File: src/rtl/rr_pkg.sv
package rr_pkg;

    typedef enum logic [2:0] {
        CLS_PLAIN    = 3'd0,
        CLS_XER_WR   = 3'd1,
        CLS_XER_CR   = 3'd2,
        CLS_SYNC     = 3'd3,
        CLS_STR_LD   = 3'd4,
        CLS_FP_ARITH = 3'd5,
        CLS_FP_OTHER = 3'd6
    } op_class_e;

endpackage

File: src/rtl/rr_flush_decode.sv
module rr_flush_decode
    import rr_pkg::*;
(
    input  logic [2:0] cls,
    input  logic       so_set,
    input  logic       zero_len,
    input  logic       fp_vx,
    input  logic       fp_zx,
    input  logic       inv_en,
    input  logic       zdiv_en,
    output logic       force_flush
);
    op_class_e c;
    logic      always_ser;
    logic      fp_arith;
    logic      fp_any;

    always_comb begin
        c          = op_class_e'(cls);
        always_ser = (c == CLS_XER_WR) || (c == CLS_XER_CR) || (c == CLS_SYNC);
        fp_arith   = (c == CLS_FP_ARITH);
        fp_any     = fp_arith || (c == CLS_FP_OTHER);
        force_flush = always_ser
                    || so_set
                    || ((c == CLS_STR_LD) && zero_len)
                    || (fp_arith && fp_vx && inv_en)
                    || (fp_any && fp_zx && zdiv_en);
    end
endmodule

File: src/rtl/rr_alloc_ctl.sv
module rr_alloc_ctl #(
    parameter int DEPTH = 12,
    parameter int TAG_W = 4,
    parameter int CNT_W = 4
) (
    input  logic [TAG_W-1:0] tail,
    input  logic [CNT_W-1:0] occ,
    input  logic [1:0]       req_cnt,
    input  logic             flush_now,
    output logic [1:0]       grant,
    output logic             stall,
    output logic [TAG_W-1:0] tag0,
    output logic [TAG_W-1:0] tag1,
    output logic [TAG_W-1:0] tail_nxt
);
    localparam logic [TAG_W:0]   DEPTH_V = (TAG_W+1)'(DEPTH);
    localparam logic [CNT_W-1:0] DEPTH_C = CNT_W'(DEPTH);

    function automatic logic [TAG_W-1:0] adv(input logic [TAG_W-1:0] p, input logic [1:0] n);
        logic [TAG_W:0] s;
        s = {1'b0, p} + (TAG_W+1)'(n);
        if (s >= DEPTH_V) s = s - DEPTH_V;
        return s[TAG_W-1:0];
    endfunction

    logic [1:0]       req;
    logic [CNT_W-1:0] free_cnt;

    always_comb begin
        req      = (req_cnt > 2'd2) ? 2'd2 : req_cnt;
        free_cnt = DEPTH_C - occ;
        stall    = flush_now || (free_cnt < CNT_W'(req));
        grant    = stall ? 2'd0 : req;
        tag0     = tail;
        tag1     = adv(tail, 2'd1);
        tail_nxt = adv(tail, grant);
    end
endmodule

File: src/rtl/rr_retire_sel.sv
module rr_retire_sel #(
    parameter int DEPTH = 12,
    parameter int TAG_W = 4
) (
    input  logic [TAG_W-1:0] head,
    input  logic [DEPTH-1:0] valid,
    input  logic [DEPTH-1:0] fin,
    input  logic [DEPTH-1:0] exc,
    input  logic [DEPTH-1:0] fcls,
    output logic [TAG_W-1:0] idx1,
    output logic             ret0,
    output logic             ret1,
    output logic             wr0,
    output logic             wr1,
    output logic             flush,
    output logic             flush_exc,
    output logic [TAG_W-1:0] head_nxt
);
    localparam logic [TAG_W:0] DEPTH_V = (TAG_W+1)'(DEPTH);

    function automatic logic [TAG_W-1:0] adv(input logic [TAG_W-1:0] p, input logic [1:0] n);
        logic [TAG_W:0] s;
        s = {1'b0, p} + (TAG_W+1)'(n);
        if (s >= DEPTH_V) s = s - DEPTH_V;
        return s[TAG_W-1:0];
    endfunction

    logic fl0;
    logic fl1;

    always_comb begin
        idx1      = adv(head, 2'd1);
        ret0      = valid[head] && fin[head];
        fl0       = ret0 && (exc[head] || fcls[head]);
        ret1      = ret0 && !fl0 && valid[idx1] && fin[idx1];
        fl1       = ret1 && (exc[idx1] || fcls[idx1]);
        flush     = fl0 || fl1;
        flush_exc = (fl0 && exc[head]) || (fl1 && exc[idx1]);
        wr0       = ret0 && !exc[head];
        wr1       = ret1 && !exc[idx1];
        head_nxt  = adv(head, 2'(ret0) + 2'(ret1));
    end
endmodule

File: src/rtl/rename_retire_unit.sv
module rename_retire_unit #(
    parameter  int DEPTH  = 12,
    parameter  int DATA_W = 32,
    parameter  int RIDX_W = 5,
    localparam int TAG_W  = $clog2(DEPTH),
    localparam int CNT_W  = $clog2(DEPTH + 1)
) (
    input  logic              clk,
    input  logic              rst_n,
    input  logic [1:0]        alloc_cnt,
    input  logic [RIDX_W-1:0] alloc_rd0,
    input  logic [2:0]        alloc_cls0,
    input  logic [RIDX_W-1:0] alloc_rd1,
    input  logic [2:0]        alloc_cls1,
    output logic              alloc_stall,
    output logic [TAG_W-1:0]  alloc_tag0,
    output logic [TAG_W-1:0]  alloc_tag1,
    input  logic              fin_valid,
    input  logic [TAG_W-1:0]  fin_tag,
    input  logic [DATA_W-1:0] fin_data,
    input  logic              fin_exc,
    input  logic              fin_so_set,
    input  logic              fin_zero_len,
    input  logic              fin_fp_vx,
    input  logic              fin_fp_zx,
    input  logic              fp_inv_en,
    input  logic              fp_zdiv_en,
    output logic              wb_en0,
    output logic [RIDX_W-1:0] wb_rd0,
    output logic [DATA_W-1:0] wb_data0,
    output logic              wb_en1,
    output logic [RIDX_W-1:0] wb_rd1,
    output logic [DATA_W-1:0] wb_data1,
    output logic              redirect,
    output logic              redirect_exc
);
    typedef struct packed {
        logic [DEPTH-1:0]              valid;
        logic [DEPTH-1:0]              fin;
        logic [DEPTH-1:0]              exc;
        logic [DEPTH-1:0]              fcls;
        logic [DEPTH-1:0][2:0]         cls;
        logic [DEPTH-1:0][RIDX_W-1:0]  rd;
        logic [DEPTH-1:0][DATA_W-1:0]  data;
        logic [TAG_W-1:0]              head;
        logic [TAG_W-1:0]              tail;
        logic [CNT_W-1:0]              count;
        logic                          redir;
        logic                          redir_exc;
    } state_t;

    state_t s_q, s_d;

    logic [CNT_W-1:0] occ;
    logic             fin_hit;
    logic             force_flush;
    logic [1:0]       grant;
    logic [TAG_W-1:0] tail_nxt;
    logic [TAG_W-1:0] idx1;
    logic             ret0, ret1, wr0, wr1;
    logic             flush, flush_exc;
    logic [TAG_W-1:0] head_nxt;

    assign occ     = s_q.count;
    assign fin_hit = fin_valid && (fin_tag < TAG_W'(DEPTH)) && s_q.valid[fin_tag];

    rr_flush_decode u_dec (
        .cls         (s_q.cls[fin_tag]),
        .so_set      (fin_so_set),
        .zero_len    (fin_zero_len),
        .fp_vx       (fin_fp_vx),
        .fp_zx       (fin_fp_zx),
        .inv_en      (fp_inv_en),
        .zdiv_en     (fp_zdiv_en),
        .force_flush (force_flush)
    );

    rr_retire_sel #(.DEPTH(DEPTH), .TAG_W(TAG_W)) u_ret (
        .head      (s_q.head),
        .valid     (s_q.valid),
        .fin       (s_q.fin),
        .exc       (s_q.exc),
        .fcls      (s_q.fcls),
        .idx1      (idx1),
        .ret0      (ret0),
        .ret1      (ret1),
        .wr0       (wr0),
        .wr1       (wr1),
        .flush     (flush),
        .flush_exc (flush_exc),
        .head_nxt  (head_nxt)
    );

    rr_alloc_ctl #(.DEPTH(DEPTH), .TAG_W(TAG_W), .CNT_W(CNT_W)) u_alloc (
        .tail      (s_q.tail),
        .occ       (occ),
        .req_cnt   (alloc_cnt),
        .flush_now (flush),
        .grant     (grant),
        .stall     (alloc_stall),
        .tag0      (alloc_tag0),
        .tag1      (alloc_tag1),
        .tail_nxt  (tail_nxt)
    );

    always_comb begin
        s_d = s_q;

        // result capture
        if (fin_hit) begin
            s_d.fin[fin_tag]  = 1'b1;
            s_d.exc[fin_tag]  = fin_exc;
            s_d.fcls[fin_tag] = force_flush;
            s_d.data[fin_tag] = fin_data;
        end

        // retirement frees entries from the head
        if (ret0) s_d.valid[s_q.head] = 1'b0;
        if (ret1) s_d.valid[idx1]     = 1'b0;
        s_d.head      = head_nxt;
        s_d.redir     = flush;
        s_d.redir_exc = flush_exc;

        if (flush) begin
            s_d.valid = '0;
            s_d.tail  = head_nxt;
            s_d.count = '0;
        end else begin
            if (grant != 2'd0) begin
                s_d.valid[alloc_tag0] = 1'b1;
                s_d.fin[alloc_tag0]   = 1'b0;
                s_d.exc[alloc_tag0]   = 1'b0;
                s_d.fcls[alloc_tag0]  = 1'b0;
                s_d.cls[alloc_tag0]   = alloc_cls0;
                s_d.rd[alloc_tag0]    = alloc_rd0;
            end
            if (grant == 2'd2) begin
                s_d.valid[alloc_tag1] = 1'b1;
                s_d.fin[alloc_tag1]   = 1'b0;
                s_d.exc[alloc_tag1]   = 1'b0;
                s_d.fcls[alloc_tag1]  = 1'b0;
                s_d.cls[alloc_tag1]   = alloc_cls1;
                s_d.rd[alloc_tag1]    = alloc_rd1;
            end
            s_d.tail  = tail_nxt;
            s_d.count = s_q.count - CNT_W'(2'(ret0) + 2'(ret1)) + CNT_W'(grant);
        end
    end

    always_ff @(posedge clk) begin
        if (!rst_n) s_q <= '0;
        else        s_q <= s_d;
    end

    assign wb_en0       = wr0;
    assign wb_rd0       = s_q.rd[s_q.head];
    assign wb_data0     = s_q.data[s_q.head];
    assign wb_en1       = wr1;
    assign wb_rd1       = s_q.rd[idx1];
    assign wb_data1     = s_q.data[idx1];
    assign redirect     = s_q.redir;
    assign redirect_exc = s_q.redir_exc;
endmodule

File: config.mk
export PLATFORM = sky130hd
export DESIGN_NAME = rename_retire_unit
export DESIGN_NICKNAME = d
export VERILOG_FILES = /design/src/rtl/rr_pkg.sv /design/src/rtl/rr_flush_decode.sv /design/src/rtl/rr_alloc_ctl.sv /design/src/rtl/rr_retire_sel.sv /design/src/rtl/rename_retire_unit.sv
export SDC_FILE = /design/constraint.sdc
export NUM_CORES = 2
export LEC_CHECK = 0
export ABC_AREA = 1
export CAP_MARGIN = 20
export CORE_MARGIN = 3
export CORE_UTILIZATION = 40
export DETAILED_ROUTE_END_ITERATION = 8
export PLACE_DENSITY = 0.61
export SLEW_MARGIN = 5
export SYNTH_ARGS = -nofsm -noshare
export SYNTH_HDL_FRONTEND = slang
export SYNTH_SLANG_ARGS = --single-unit
File: constraint.sdc
create_clock -name clk -period 6.6 [get_ports clk]
set_input_delay 0.99 -clock clk [delete_from_list [all_inputs] [get_ports clk]]
set_output_delay 0.99 -clock clk [all_outputs]
set_load 0.03 [all_outputs]
* Word-level counts from Yosys, hierarchy flattened *
Cells that the tools add are included.

word-level totals
  bits in registers = 542
  input bits = 64
  output and inout port bits = 87
  word-level logic and storage cells = 206

cells by class
  add/sub/neg operators = 13
  order comparisons = 17
  equal/unequal tests = 7
  muxes and demuxes = 69
  bitwise operators = 16
  reduce and logical (&&, ||, !) cells = 39

operators with widths
  cell                                                                                  number
  144-bit 2-to-1 mux                                                                    3
  384-bit bitwise mux                                                                   1
  32-bit binary-select mux with 4-bit select                                            2
  132-bit 2-to-1 mux                                                                    1
  32-bit demux with 4-bit select                                                        1
  60-bit bitwise mux                                                                    2
  12-bit AND                                                                            8
  32-bit 2-to-1 mux                                                                     3
  36-bit bitwise mux                                                                    2
  12-bit inverter                                                                       4
  5-bit binary-select mux with 4-bit select                                             2
  5-bit demux with 4-bit select                                                         2
  1-bit binary-select mux with 4-bit select                                             9
  36-bit 2-to-1 mux                                                                     1
  12-bit OR                                                                             3
  4-bit by 5-bit < comparator with 1-bit output (second input constant)                 5
  12-bit bitwise mux                                                                    2
  3-bit demux with 4-bit select                                                         2
  12-bit 2-to-1 mux                                                                     2
  1-bit logical AND                                                                     22
  1-bit demux with 4-bit select                                                         5
  4-bit by 1-bit greater-or-equal comparator with 1-bit output (second input constant)  5
  5-bit by 4-bit greater-or-equal comparator with 1-bit output (second input constant)  4
  5-bit 2-to-1 mux                                                                      4
  other kinds (25)                                                                      66

* Depth between registers and ports, before layout *
  depth after elaboration = 18
  gate-level depth with buffers = 36
  mapped depth without buffers = 32

* Modules after synthesis *
A second synthesis with hierarchy kept.

second synthesis, totals
  cell total of the unflattened synthesis = 5,397
  area total of the unflattened synthesis = 33,422.1 um2

modules (own cells, without submodules)
  module              times used  cells each  area each (um2)
  rename_retire_unit  1           5,063       31,725.4
  rr_retire_sel       1           239         1,159.9
  rr_alloc_ctl        1           77          456.7
  rr_flush_decode     1           18          80.1

* Least setup slack after synthesis *
OpenSTA, ideal clock, no wires.

  path kind = reg2reg
  from = reg s_q[10] (netlist bit)
  to = reg s_q[8] (netlist bit)
  arrival time = 5,013 ps
  slack = 1,529 ps
  cell stages (with the launch flop) = 33
  path buffers = 10
  clock period less this slack = 5,071 ps
  cell sequence = dfxtp_1 -> buf_6 -> inv_2 -> buf_6 -> buf_6 -> buf_6 -> clkbuf_1 -> clkbuf_1 -> clkbuf_1 -> ha_1 -> buf_2 -> inv_1 -> buf_2 -> nor3_1 -> o21ai_0 -> nand2_1 -> nand2_1 -> nand2_1 -> inv_2 -> nor2_4 -> clkbuf_1 -> inv_1 -> fa_1 -> inv_1 -> ha_1 -> xnor2_1 -> inv_1 -> ha_1 -> nand3_1 -> o211ai_1 -> xor2_1 -> or2_2 -> nand2_1

between the ends
  cells in the longest elaborated chain, start to end = 16
  elaborated cells on any way between the ends = 42
  classes of those cells = 7 x add/sub; 3 x order compare; 21 x mux; 11 x reduce/logical

ends and longest elaborated chain
  element                                                                          RTL line                   source
  start, declared                                                                  rename_retire_unit.sv:52   state_t s_q, s_d;
  start signal, assigned                                                           rename_retire_unit.sv:151  if (!rst_n) s_q <= '0;
  start signal, assigned                                                           rename_retire_unit.sv:152  else s_q <= s_d;
  branches (longest 15 deep; another with 4-bit by 1-bit adder with 5-bit output)  n/a
  8-bit 2-to-1 mux (*)                                                             rename_retire_unit.sv:124  if (flush) begin

Every way passes the cells marked *. The select of a mux whose other input is x is not followed.
A chain may end at the register's enable or synchronous reset.

* Worst setup path after layout *
  from = reg s_q[11] (netlist bit)
  to = out wb_data1[25]

between the ends
  cells in the longest elaborated chain, start to end = 5
  elaborated cells on any way between the ends = 6
  classes of those cells = 2 x add/sub; 1 x order compare; 3 x mux

ends and longest elaborated chain
  element                                                                                                  RTL line                   source
  4-bit by 1-bit adder with 5-bit output (*)                                                               rr_retire_sel.sv:23        s = {1'b0, p} + (TAG_W+1)'(n);
  4-bit subtractor / 5-bit by 4-bit greater-or-equal comparator with 1-bit output (equally long branches)  rr_retire_sel.sv:24        if (s >= DEPTH_V) s = s - DEPTH_V;
  4-bit 2-to-1 mux (*)                                                                                     rr_retire_sel.sv:24
  32-bit binary-select mux with 4-bit select (*)                                                           rename_retire_unit.sv:160  assign wb_data1 = s_q.data[idx1];
  32-bit 2-to-1 mux (not written as such) (*)                                                              rename_retire_unit.sv:160
  end, declared                                                                                            rename_retire_unit.sv:33   output logic [DATA_W-1:0] wb_data1,

Mark *: on every way between the ends. The rest lies on a longest branch, timed or not. The select of a mux whose other input is x is not followed.

==> flow_summary.toml <==
[synthesis]
syn_avg_cell_area_um2 = 6.63
yosys.area.top_type_share_pct = 35.4
yosys.area.top_type = "dfxtp_1"
yosys-top-cells-area = "dfxtp_1, o21ai_0, a21oi_1, inv_1, nand2_1"
synth_xor_area_share_pct = 0.343
ys_warn_count = 0
ys_ff_latch = 542
ys_seq_area_share_pct = 35.4
synth_async_sr_flop_share_pct = 0
synthAdderAreaFrac_pct = 1.22
synth-simple-area-share_pct = 15.2
synthFlopType = "dfxtp_1"
synth-edff-count = 0
synth_compound_area_share_pct = 34.9
synthMuxAreaShare_pct = 0.0326
synth_nets = 4720
syn_inst = 4628
yosys.cell_types.count = 52
synth_top_family_by_area = "compound AO/OA/AOI/OAI gates"
synth_area_mm2 = 0.0307

[routing]
wl_mm = 110
drtAntennaViolNets = 0
wl_per_cell_um = 20.0
drt_iter0_drc = 3165
vias_per_cell = 5.63
drc = 0
vias = 31100
dr.pass1.iters = 5

[critical_path]
critical_path_class = "register to primary output"
startpoint_type = "register"
critPathMaxFanout = 39
cp_num_buf_inv = 4
crit_slowest_cell = "dfxtp_4"
r2r_slack_ns = 1.29
rr_worst_depth = 22
crit_family = "simple AND/OR/NAND/NOR gates"
endpoint_kind = "primary output"
path_common_cell = "nand2_1"
r2r_start = "s_q[11]"
crit_chain = "ha_1 > inv_2 > nand2_1 > nand2_2 > ha_1 > nand2_1 > nand2_2 > inv_2 > nand2_1 > nand2_1 > nand2_1 > nor2_4 > buf_4 > a221o_1 > clkdlybuf4s50_1"
arrival_ns = 5.01
cp.required_ns = 5.61
slowest_delay_ns = 0.74
reg2reg_to = "s_q[415]"

[floorplan]
design.die.area_mm2 = 0.0800
ios = 151
core_area_mm2 = 0.0752
die_x_um = 283
start_util_pct = 40.8
fp-row-count = 100
die_y_um = 283

[clock_network]
hold_buffers = 0
cts_resized = 0
postCtsSetupBuffers = 0
cts_tree = "built"
clock_latency_ns = 0.65
clk_pin_slew_ns = 0.06
clockBufferDepth = 3
numCtsBuffers = 61
cts_htree_levels = 2
cts-root-buf = "clkbuf_16"
numClockSinks = 542

[sta]
rsz0062_at_grt = "false"
worstMarginPinSlew_ns = 1.13
fmax_ghz = 0.167
fin_crit_ns = 6.00
setup_viol = 0
tns_ns = 0
slew_viol_final = 0
slew_headroom_pct = 24.8
timing.final.crit_share_pct = 91.0
final_hold_viol_count = 0
skew_ns = 0.0431

[power_and_ir_drop]
p_sw_mw = 2.24
p_seq_share_pct = 42.6
p_int_mw = 5.85
p_per_area_mw_per_mm2 = 235
peakVddDrop_mv = 0.227
p_total_mw = 8.08
comb_power_share_pct = 12.2
p_leak_nw = 12.8
pwr-share-clk_pct = 45.2
switching_share_pct = 27.7

[cells_and_area]
layout-drive-gt1-share_pct = 5.82
layout.cells.non_filler = 5526
syn2layout_area_growth_pct = 12.0
finish.utilization_pct = 45.7
nets = 4546

[global_routing]
grt_pass1_vias = 27900
gr-usage-all-layers_pct = 26.7
grt_pass1_wl_mm = 168
grt_max_degree = 213
antenna_found_initial = 6
globalRouteOverflowTotal = 0

[place]
numPortBuffers = 150
post-dp-hpwl_mm = 64.2
dp_cells = 5409
routabilityCongestion = 0.895

[hold_path]
whs_path_depth = 2
min_to = "s_q[362]"
hold_path_class = "register to register"
hp-start = "s_q[362]"

[outcome]
status = "complete, no violations"

[flow_run]
drv_cap = 0
[synth_stat cells (3+ instances only)]
cell      count
fa_1          3
nor2_2        6
nand3_2      14
nand2_1     510
a22oi_1      10
buf_4        16
a221o_1      32
o21ai_0     958
dfxtp_1     542
inv_1       554
ha_1         25
o21bai_1      3
buf_1        43
buf_6        16
nand2_2      11
nor2_4        4
xnor2_1       3
clkbuf_1    335
o22ai_1      29
buf_2        22
nand3_4       4
a21oi_1     946
nand3_1     205
inv_2         8
o211ai_1      8
nor2_1       94
or2_2        41
nand4_1      98
a31oi_1       3
nor3_1        6
xor2_1        9
a211o_1      37
o21ai_1      11
[kinds of logic after synthesis]
kind of cell    count (synthesis)
xor+xnor                       12
simple gates                  999
compound gates               2048
fa+ha+maj                      28
mux                             1
flops                         542
buf+inv                       998
[layer usage]
layer	vias up	GRT usage, %	routed length, µm
li1	15300	-	-
met1	14500	36.2	49100
met2	1125	43.2	49400
met3	199	4.54	8540
met4	4	8.44	3330
met5	-	0	26
[worst min-delay path, cell delays in order, from the launching register on]
cell	delay (ns)
dfxtp_1	0.31
inv_1	0.06
a21oi_1	0.05
[sequential cells by signal, summed over array words and instances (netlist names)]
register      flops
s_q             536
redirect_exc      1
redirect          1
occ               4
[per-stage QoR]
stage                     setup slack (ns)  hold slack (ns)  cell area, µm²
after floorplan                       1.53            0.441           30700
after global placement                1.34            0.452           32100
after detailed placement              1.32            0.455           32100
after CTS                            0.623            0.465           34300
after global routing                 0.323            0.477           34300
final                                0.595            0.464           34300
[area by class of cell]
type / count / area, µm²
Antenna cell: 4 / 10.0
Multi-Input combinational cell: 3088 / 15900
Fill cell: 7745 / 40900
Inverter: 564 / 2130
Tap cell: 1020 / 1280
Clock inverter: 21 / 350
Sequential cell: 542 / 10900
Clock buffer: 90 / 1800
Timing Repair Buffer: 197 / 1990
[cells in the final DEF, fill, tap and decap left out, drive strengths merged, types with 4 or more instances in the layout]
cell type / synthesis / layout
a211o: 37 / 37
a21oi: 946 / 946
a221o: 32 / 32
a22oi: 12 / 12
buf: 99 / 50
bufinv: 0 / 7
clkbuf: 335 / 90
clkdlybuf4s50: 0 / 147
clkinv: 2 / 12
dfxtp: 542 / 542
diode: 0 / 4
ha: 25 / 25
inv: 562 / 565
nand2: 522 / 522
nand3: 223 / 223
nand4: 100 / 100
nor2: 105 / 105
nor3: 6 / 6
o211ai: 8 / 8
o21ai: 970 / 970
o22ai: 30 / 30
or2: 42 / 42
xor2: 9 / 9
[how the worst max path moves through the flow]
stage                 start           end  cells after the start
finish              s_q[11]  wb_data1[25]                     15
global route        s_q[11]  wb_data1[25]                     15
CTS                 s_q[11]  wb_data1[25]                     15
detailed placement  s_q[11]  wb_data1[25]                     15
global placement    s_q[11]  wb_data1[25]                     15
floorplan           s_q[10]        s_q[8]                     32
[power groups by stage]
stage / clock network [mW] / logic, mW / registers [mW]
4_1_cts: 3.71 / 0.980 / 3.44
3_5_place_dp: 0 / 0.975 / 3.51
5_1_grt: 3.84 / 1.09 / 3.45
3_3_place_gp: 0 / 0.967 / 3.51
2_1_floorplan: 0 / 0.691 / 3.48
6_report: 3.66 / 0.985 / 3.44
Power figures use the tool's default switching activity.
